===== src/rtl/trap_pkg.sv =====
package trap_pkg;

    typedef enum logic [1:0] {
        PRIV_U = 2'b00,
        PRIV_S = 2'b01,
        PRIV_R = 2'b10,
        PRIV_M = 2'b11
    } priv_e;

    // Status word, MSB first: [9] mprv, [8:7] mpp, [6] spp, [5] mpie,
    // [4] spie, [3] upie, [2] mie, [1] sie, [0] uie
    typedef struct packed {
        logic       mprv;
        logic [1:0] mpp;
        logic       spp;
        logic       mpie;
        logic       spie;
        logic       upie;
        logic       mie;
        logic       sie;
        logic       uie;
    } status_t;

    localparam int STATUS_W = $bits(status_t);
    localparam int NUM_LVL  = 3;
    localparam int LVL_U    = 0;
    localparam int LVL_S    = 1;
    localparam int LVL_M    = 2;

    function automatic priv_e lvl_to_priv(input int lvl);
        case (lvl)
            LVL_U:   return PRIV_U;
            LVL_S:   return PRIV_S;
            default: return PRIV_M;
        endcase
    endfunction

endpackage


===== src/rtl/trap_target_sel.sv =====
module trap_target_sel
    import trap_pkg::*;
#(
    parameter int XLEN   = 32,
    parameter int CODE_W = 5
) (
    input  priv_e             cur_priv,
    input  logic              is_irq,
    input  logic [CODE_W-1:0] code,
    input  logic [XLEN-1:0]   m_irq_mask,
    input  logic [XLEN-1:0]   m_exc_mask,
    input  logic [XLEN-1:0]   s_irq_mask,
    input  logic [XLEN-1:0]   s_exc_mask,
    output priv_e             target
);

    logic [XLEN-1:0] m_mask;
    logic [XLEN-1:0] s_mask;
    logic            m_hit;
    logic            s_hit;

    always_comb begin
        m_mask = is_irq ? m_irq_mask : m_exc_mask;
        s_mask = is_irq ? s_irq_mask : s_exc_mask;
        m_hit  = m_mask[code];
        s_hit  = s_mask[code];
    end

    // Stage one: leave machine level; stage two: leave supervisor level.
    always_comb begin
        target = PRIV_M;
        if (cur_priv != PRIV_M && m_hit) begin
            target = PRIV_S;
            if (cur_priv == PRIV_U && s_hit) begin
                target = PRIV_U;
            end
        end
    end

endmodule


===== src/rtl/trap_vector_calc.sv =====
module trap_vector_calc #(
    parameter int XLEN   = 32,
    parameter int CODE_W = 5
) (
    input  logic [XLEN-1:0]   tvec,
    input  logic              is_irq,
    input  logic [CODE_W-1:0] code,
    output logic [XLEN-1:0]   handler
);

    localparam logic [1:0] MODE_VECTORED = 2'd1;

    logic [XLEN-1:0] base;
    logic [XLEN-1:0] offset;

    always_comb begin
        base   = {tvec[XLEN-1:2], 2'b00};
        offset = '0;
        offset[CODE_W+1:0] = {code, 2'b00};
        if (is_irq && tvec[1:0] == MODE_VECTORED) begin
            handler = base + offset;
        end else begin
            handler = base;
        end
    end

endmodule


===== src/rtl/trap_level_bank.sv =====
module trap_level_bank #(
    parameter int XLEN   = 32,
    parameter int CODE_W = 5
) (
    input  logic              clk,
    input  logic              rst_ni,
    input  logic              wr_en,
    input  logic              is_irq,
    input  logic [CODE_W-1:0] code,
    input  logic [XLEN-1:0]   epc_in,
    input  logic [XLEN-1:0]   tval_in,
    output logic [XLEN-1:0]   cause_o,
    output logic [XLEN-1:0]   epc_o,
    output logic [XLEN-1:0]   tval_o
);

    typedef struct packed {
        logic [XLEN-1:0] cause;
        logic [XLEN-1:0] epc;
        logic [XLEN-1:0] tval;
    } bank_t;

    bank_t bank_d;
    bank_t bank_q;

    always_comb begin
        bank_d = bank_q;
        if (wr_en) begin
            bank_d.cause               = '0;
            bank_d.cause[XLEN-1]       = is_irq;
            bank_d.cause[CODE_W-1:0]   = code;
            bank_d.epc                 = epc_in;
            bank_d.tval                = tval_in;
        end
    end

    always_ff @(posedge clk or negedge rst_ni) begin
        if (!rst_ni) begin
            bank_q <= '0;
        end else begin
            bank_q <= bank_d;
        end
    end

    assign cause_o = bank_q.cause;
    assign epc_o   = bank_q.epc;
    assign tval_o  = bank_q.tval;

endmodule


===== src/rtl/trap_entry_ctrl.sv =====
module trap_entry_ctrl
    import trap_pkg::*;
#(
    parameter int              XLEN      = 32,
    parameter int              CODE_W    = 5,
    parameter logic [XLEN-1:0] RESET_VEC = 32'h0000_1000
) (
    input  logic              clk,
    input  logic              rst_ni,
    input  logic              trap_req,
    input  logic              trap_is_irq,
    input  logic [CODE_W-1:0] trap_code,
    input  logic [XLEN-1:0]   trap_pc,
    input  logic [XLEN-1:0]   trap_val,
    input  logic [XLEN-1:0]   mideleg_i,
    input  logic [XLEN-1:0]   medeleg_i,
    input  logic [XLEN-1:0]   sideleg_i,
    input  logic [XLEN-1:0]   sedeleg_i,
    input  logic [XLEN-1:0]   mtvec_i,
    input  logic [XLEN-1:0]   stvec_i,
    input  logic [XLEN-1:0]   utvec_i,
    input  logic              ctx_we,
    input  logic [1:0]        ctx_priv,
    input  logic [9:0]        ctx_status,
    output logic [1:0]        priv_o,
    output logic [9:0]        status_o,
    output logic [XLEN-1:0]   mcause_o,
    output logic [XLEN-1:0]   mepc_o,
    output logic [XLEN-1:0]   mtval_o,
    output logic [XLEN-1:0]   scause_o,
    output logic [XLEN-1:0]   sepc_o,
    output logic [XLEN-1:0]   stval_o,
    output logic [XLEN-1:0]   ucause_o,
    output logic [XLEN-1:0]   uepc_o,
    output logic [XLEN-1:0]   utval_o,
    output logic              redirect_o,
    output logic [XLEN-1:0]   pc_o
);

    typedef struct packed {
        priv_e           priv;
        status_t         status;
        logic [XLEN-1:0] pc;
        logic            redirect;
    } ctrl_t;

    ctrl_t           ctrl_d;
    ctrl_t           ctrl_q;
    priv_e           target;
    logic [XLEN-1:0] sel_tvec;
    logic [XLEN-1:0] handler;

    logic [XLEN-1:0] cause_arr [NUM_LVL];
    logic [XLEN-1:0] epc_arr   [NUM_LVL];
    logic [XLEN-1:0] tval_arr  [NUM_LVL];

    trap_target_sel #(
        .XLEN   (XLEN),
        .CODE_W (CODE_W)
    ) u_sel (
        .cur_priv   (ctrl_q.priv),
        .is_irq     (trap_is_irq),
        .code       (trap_code),
        .m_irq_mask (mideleg_i),
        .m_exc_mask (medeleg_i),
        .s_irq_mask (sideleg_i),
        .s_exc_mask (sedeleg_i),
        .target     (target)
    );

    always_comb begin
        case (target)
            PRIV_U:  sel_tvec = utvec_i;
            PRIV_S:  sel_tvec = stvec_i;
            default: sel_tvec = mtvec_i;
        endcase
    end

    trap_vector_calc #(
        .XLEN   (XLEN),
        .CODE_W (CODE_W)
    ) u_vec (
        .tvec    (sel_tvec),
        .is_irq  (trap_is_irq),
        .code    (trap_code),
        .handler (handler)
    );

    for (genvar g = 0; g < NUM_LVL; g++) begin : g_bank
        logic wr_sel;
        assign wr_sel = trap_req && (target == lvl_to_priv(g));
        trap_level_bank #(
            .XLEN   (XLEN),
            .CODE_W (CODE_W)
        ) u_bank (
            .clk     (clk),
            .rst_ni  (rst_ni),
            .wr_en   (wr_sel),
            .is_irq  (trap_is_irq),
            .code    (trap_code),
            .epc_in  (trap_pc),
            .tval_in (trap_val),
            .cause_o (cause_arr[g]),
            .epc_o   (epc_arr[g]),
            .tval_o  (tval_arr[g])
        );
    end

    always_comb begin
        ctrl_d          = ctrl_q;
        ctrl_d.redirect = 1'b0;
        if (trap_req) begin
            ctrl_d.priv     = target;
            ctrl_d.pc       = handler;
            ctrl_d.redirect = 1'b1;
            case (target)
                PRIV_U: begin
                    ctrl_d.status.upie = ctrl_q.status.uie;
                    ctrl_d.status.uie  = 1'b0;
                end
                PRIV_S: begin
                    ctrl_d.status.spp  = ctrl_q.priv[0];
                    ctrl_d.status.spie = ctrl_q.status.sie;
                    ctrl_d.status.sie  = 1'b0;
                end
                default: begin
                    ctrl_d.status.mpp  = ctrl_q.priv;
                    ctrl_d.status.mpie = ctrl_q.status.mie;
                    ctrl_d.status.mie  = 1'b0;
                end
            endcase
        end else if (ctx_we) begin
            ctrl_d.priv   = priv_e'(ctx_priv);
            ctrl_d.status = status_t'(ctx_status);
        end
    end

    always_ff @(posedge clk or negedge rst_ni) begin
        if (!rst_ni) begin
            ctrl_q.priv     <= PRIV_M;
            ctrl_q.status   <= '0;
            ctrl_q.pc       <= RESET_VEC;
            ctrl_q.redirect <= 1'b0;
        end else begin
            ctrl_q <= ctrl_d;
        end
    end

    assign priv_o     = ctrl_q.priv;
    assign status_o   = ctrl_q.status;
    assign pc_o       = ctrl_q.pc;
    assign redirect_o = ctrl_q.redirect;
    assign mcause_o   = cause_arr[LVL_M];
    assign mepc_o     = epc_arr[LVL_M];
    assign mtval_o    = tval_arr[LVL_M];
    assign scause_o   = cause_arr[LVL_S];
    assign sepc_o     = epc_arr[LVL_S];
    assign stval_o    = tval_arr[LVL_S];
    assign ucause_o   = cause_arr[LVL_U];
    assign uepc_o     = epc_arr[LVL_U];
    assign utval_o    = tval_arr[LVL_U];

endmodule


===== config.mk =====
export PLATFORM = sky130hd
export DESIGN_NAME = trap_entry_ctrl
export DESIGN_NICKNAME = d
export VERILOG_FILES = /design/src/rtl/trap_pkg.sv /design/src/rtl/trap_target_sel.sv /design/src/rtl/trap_vector_calc.sv /design/src/rtl/trap_level_bank.sv /design/src/rtl/trap_entry_ctrl.sv
export SDC_FILE = /design/constraint.sdc
export NUM_CORES = 1
export LEC_CHECK = 0
export BUFFER_PORTS_ARGS = -buffer_cell sky130_fd_sc_hd__buf_2
export CAP_MARGIN = 30
export CORE_AREA = 2 2 253 255
export DETAILED_ROUTE_END_ITERATION = 12
export DIE_AREA = 0 0 255 257
export GPL_TIMING_DRIVEN = 1
export SLEW_MARGIN = 5
export SYNTH_ARGS = -nofsm -noshare
export SYNTH_HDL_FRONTEND = slang
export SYNTH_SLANG_ARGS = --single-unit

===== constraint.sdc =====
create_clock -name clk -period 7.4 [get_ports clk]
set_input_delay 1.48 -clock clk [delete_from_list [all_inputs] [get_ports clk]]
set_output_delay 1.48 -clock clk [all_outputs]
set_load 0.01 [all_outputs]

# Word-level counts from Yosys, hierarchy flattened
# Cells that the tools add are included.
[op_classes]
add_sub_neg = 1
multipliers = 0
div_mod_pow = 0
order_cmp = 1
eq_ne = 7
shifts = 0
n_mux = 22
bitwise_logic = 1
reduce_logical = 14
[ops]
columns = ["operator", "n"]
rows = [
  ["two-way mux 32 bit", 3],
  ["one-hot mux 32 bit (2 select lines)", 1],
  ["adder 32 x 7 -> 32 bit", 1],
  ["two-way mux 12 bit", 1],
  ["two-way mux 1 bit", 11],
  ["binary-select mux 1 bit (select 5 bit)", 2],
  ["two-way mux 9 bit", 1],
  ["AND reduction 2 bit", 4],
  ["logical AND 1 bit", 6],
  ["< comparator 5 x 6 -> 1 bit (second input constant)", 1],
  ["two-way mux 2 bit", 3],
  ["== test 2 x 1 -> 1 bit (second input constant)", 2],
  ["zero test 2 bit", 2],
  ["inequality test 2 x 1 -> 1 bit (second input constant)", 2],
  ["inequality test 2 bit (second input constant)", 2],
  ["== test 2 bit (second input constant)", 1],
  ["nonzero test 2 bit", 1],
  ["OR reduction 2 bit", 1],
  ["inverter 1 bit", 1],
]
[word_totals]
regBits = 255
latchBits = 0
mem_bits_rw = 0
romBits = 0
inputBits = 310
out_inout_bits = 333
word_cells = 67
mem_count = 0

# Depth between registers and ports, before layout
[depth]
word_depth = 11
mapped_depth = 24

# Hierarchy
# From an unflattened synthesis, not the netlist that was laid out.
[unflattened]
cells_unflattened = 953
hier_area_um2 = 13979.7
[modules_own_cells]
columns = ["mod", "instances", "cells_per_inst", "area_per_inst_um2", "seq_area_each_um2"]
rows = [
  ["trap_level_bank", 3, 175, 3153.0, 1751.7],
  ["trap_entry_ctrl", 1, 240, 2630.0, 1129.8],
  ["trap_target_sel", 1, 83, 1129.8, 0.0],
  ["trap_vector_calc", 1, 105, 760.7, 0.0],
]

# Least setup slack after synthesis
# No wires, ideal clock.
[synth_path]
path_type = "input port to flip-flop"
from = "in trap_is_irq"
to = "reg ctrl_q (netlist bit pc_o[21])"
setup_time_ps = 82
t_arrival_ps = 5700
setup_slack_ps = 1618
path_stages = 22
path_buffers = 4
path_cell_list = "buf_6 -> buf_12 -> mux2i_1 -> mux4_2 -> a211oi_2 -> nand2_2 -> nand2_1 -> buf_2 -> buf_1 -> nand2_1 -> o21ai_0 -> inv_1 -> ha_1 -> a21o_1 -> a21oi_1 -> o21bai_1 -> a21o_1 -> a21boi_0 -> nand2_2 -> or3_1 -> or4_1 -> a31oi_1"
[synth_via]
elab_chain_cells = 11
[synth_lines]
columns = ["element", "line", "text"]
rows = [
  ["from (decl)", "trap_entry_ctrl.sv:11", "input logic trap_is_irq,"],
  ["branches (longest 10 deep; another with adder 32 x 7 -> 32 bit)", "-", ""],
  ["two-way mux 32 bit (*)", "trap_vector_calc.sv:20", "if (is_irq && tvec[1:0] == MODE_VECTORED) begin"],
  ["to (signal assigned)", "trap_entry_ctrl.sv:145", "ctrl_q <= ctrl_d;"],
  ["to (decl)", "trap_entry_ctrl.sv:48", "ctrl_t ctrl_q;"],
]
# Every way passes the cells marked *. The select of a mux whose other input is x is not followed.
# A chain may end at the register's enable or synchronous reset.

# Worst setup path after layout
[layout_path]
from = "in trap_is_irq"
to = "reg ctrl_q (netlist bit pc_o[28])"
# Same word-level chain as after synthesis.

==> metrics.md <==
| Metric | Value |
|---|---|
| Number of distinct library cell variants in the gate-level netlist after synthesis | between 80 and 90 |
| Routed wire per std cell | 21.30 um |
| Count of maximum capacitance violations | 0 |
| Met3 Usage GRT | between 4 and 5% |
| Buffers inserted during post-CTS setup optimization | 0 |
| Area enclosed by the die boundary | about 0.066 sq mm |
| First-pass GRT wire length | slightly below 80000 um |
| Placer's final routability congestion estimate | ~1.0 |
| Min-delay worst type | reg2reg |
| Total via count in the routed design | 11336 |
| Share of final-layout standard cells stronger than drive strength 1 | a little under half |
| Reported leakage power | 8.721 nW |
| Count of TritonRoute iterations in the first routing pass | 5 |
| Critical Path Sink Type | flop |
| Mean number of vias per cell | 4.365 |
| Clock tree buffer depth | 3 |
| Footprint of the multi-input gates | approximately 0.0060 sq mm |
| Maximum ir drop on the vdd rail | about 210 uV |
| Layout Utilization | roughly 28% |
| Met1 Resource Use GR | 19.42% |
| Largest stage delay on the critical path | 0.69 ns |
| Floorplan row count | approximately 90 |
| Die width | 255 um |
| Top Ports | 643 |
| Filler cells | between 6000 and 7000 |
| Least-Margin Pin Slew | between 1 and 1.5 ns |
| Post-synthesis to final-layout area growth | 34.29% |
| Clock Latency Late Sink | around 0.6 ns |
| Maximum clock rate | ~160 MHz |
| Outcome | finished, final reports clean |
| Post-route antenna net violation count | 0 |
| M2 GR Usage | about 28% |
| Clock tree from TritonCTS | done |
| Initial antenna violation count | 8 |
| Max-slew violation total from the final report | 0 |
| Final clock skew | a little over 0.02 ns |
| Headroom to the max-slew limit | 29.41% |
| Share of flip-flops with an asynchronous set or reset after synthesis | 100.0% |
| Final hold vios | 0 |
| Number of cells upsized or downsized after cts | 0 |
| Fin crit share | a little over four fifths |
| Pwr Density | a little over 300 mW/mm^2 |
| Synth top area share | roughly half |
| Starting DRC count in detailed routing | 624 |
| Die height | roughly 260 um |
| Final period demand of the worst path | around 6.2 ns |
| Avg Synthesized Cell Area | 11.02 sq um |
| Number of global-route vias before repair | about 12000 |
| Number of port buffers | 562 |
| Worst-case register-to-register setup slack | around 2.9 ns |
| Most congested layer reported by global routing | met2 |
| Drt total wl | roughly 55000 um |
| Max stage delay cell, worst path | buf_2 |
| CTS sink cnt | approximately 250 |
| Flops & latches, synth | roughly 250 |
| YS warnings | 0 |
| Area of the mapped netlist | ~0.013 sq mm |
| Count of flip-flops with a built-in enable after synthesis | 0 |
| Synth area leader | dfrtp_1 |
| Estimated wirelength of the detail-placed design | between 40000 and 50000 um |
| Seq/Total Area, Yosys | between 40% and 50% |
| Post-layout worst setup margin | 1.202 ns |
| Area contributors post-synth | dfrtp_1, mux2_2, nand2_1 |
| Startpoint Class | primary input |
| H-tree depth reported by CTS | 1 |
| Endpoint required time on the critical path | slightly below 8 ns |
| Setup violators final | 0 |
| Total routing usage reported by global routing | between 10% and 20% |
| Hold Worst Slack | 0.4683 ns |
| Clock root buffer | clkbuf_16 |
| Area of the core | approximately 0.063 sq mm |
| Data arrival at the endpoint of the critical path | between 6 and 7 ns |
| DP Worst Slack | 0.7248 ns |
| Area taken by flip-flops and latches | ~0.0063 sq mm |
| Cells along the critical path | buf_2 > mux2i_1 > mux4_2 > a211oi_2 > nand3_2 > nand2_2 > nor2_1 > a21oi_1 > ha_1 > inv_1 > fa_1 > nor2b_1 > o21ai_0 > nand2b_1 > a21oi_1 > inv_1 > nand4_1 > or4_1 > o211ai_1 |
| Remaining DRCs | 0 |
| Type of the setup path with the least slack | in2reg |
| Final layout net count | between 2000 and 2500 |
| Number of hold buffers added after CTS | 0 |
| Maximum number of pins on one net before global-route repair | roughly 130 |
| Setup repair after global routing missed its margin | false |
| Crit Path Max Fanout | 35 |
| Cell count after synthesis | 1181 |
| CTS buffer count | 30 |
| Setup TNS | 0 ns |
| Starting utilization of the core area | 20.75% |
| Clock slew seen by the registers of the worst setup and hold paths | ~0.070 ns |
| Leading register cell type out of synthesis | dfrtp_1 |
| Grt total ovfl | 0 |
## final cells by class
type                       count  area share [%]
clock buffer                  40           4.854
clock inverter                14           1.117
multi-input combinational    850           34.37
inverter                      13          0.2792
timing repair buffer         575           16.99
antenna                        6         0.08590
tap                          846           6.056
sequential                   253           36.24
## logic make-up after synthesis
family          Yosys count  synth area share (%)
other cells               1               0.02881
fa+ha+maj                 6                0.6345
mux                     202                 19.06
xor+xnor                 11                0.7403
buf+inv                 157                 7.643
simple gates            392                 14.14
flops                   253                 48.67
compound gates          159                 9.075
## per-stage QoR
stage	cells	instance area [sq um]	power [mW]
CTS	2591	17460	5.443
floorplan	1260	13310	2.962
finish	2597	17480	5.365
global placement	2537	16420	3.780
global route	2597	17480	5.670
detailed placement	2537	16420	3.819
## final timing paths
check | end | depth (start not counted) | start
min in group asynchronous | status_o[1] | 1 | rst_ni
max in group asynchronous | g_bank[2].u_bank.cause_o[3] | 2 | rst_ni
min | g_bank[2].u_bank.tval_o[5] | 2 | g_bank[2].u_bank.tval_o[5]
max | pc_o[28] | 19 | trap_is_irq
min reg2reg | g_bank[2].u_bank.tval_o[5] | 2 | g_bank[2].u_bank.tval_o[5]
max reg2reg | pc_o[21] | 15 | priv_o[1]
## cell usage after synthesis (all sizes together) (5+ instances only)
library cell / number
mux4: 20
o22ai: 22
buf: 107
dfrtp: 250
a21oi: 34
nand2: 256
nor3: 11
inv: 13
mux2: 146
a22o: 8
ha: 5
a31oi: 9
nor2b: 8
mux2i: 36
o21ai: 16
and2: 5
nand4: 9
nand2b: 6
nor4: 8
nand3: 16
clkbuf: 37
nor2: 39
a2bb2oi: 11
xor2: 8
a211oi: 5
or3: 7
a22oi: 15
and3: 6
## worst max-delay path, delay by kind of cell
kind	cells	cell delay (ns)
buf+inv	3	0.93
fa+ha+maj	2	0.60
simple gates	7	1.90
compound gates	5	1.04
mux	2	0.73
## state kept, by name (all words and copies together) (netlist names)
| signal | cells |
|---|---|
| g_bank.u_bank.epc_o | 96 |
| g_bank.u_bank.tval_o | 96 |
| pc_o | 30 |
| g_bank.u_bank.cause_o | 18 |
| status_o | 10 |
| priv_o | 2 |
| redirect_o | 1 |
## placed cells by master, fill, tap and decap left out, drive strengths merged, types with 20 or more instances in the layout
cell type  instances
clkbuf            40
nand2            256
a21oi             34
nor2              39
buf              575
mux2i             36
dfrtp            250
mux2             146
mux4              20
conb              80
o22ai             22
## routing by layer
layer  part of all wire, %  up-vias
met5                 0.023        -
li1                      -     5110
met2                    49      524
met3                   8.2       72
met1                    40     5628
met4                   2.6        2
## power breakdown
part	leakage (nW)	internal, mW	switching, mW
clock network	0.514	0.943	0.638
registers	3.08	1.81	0.228
logic	5.13	0.756	0.992
total	8.72	3.51	1.86
No activity file was read; power rests on OpenSTA's default activity.
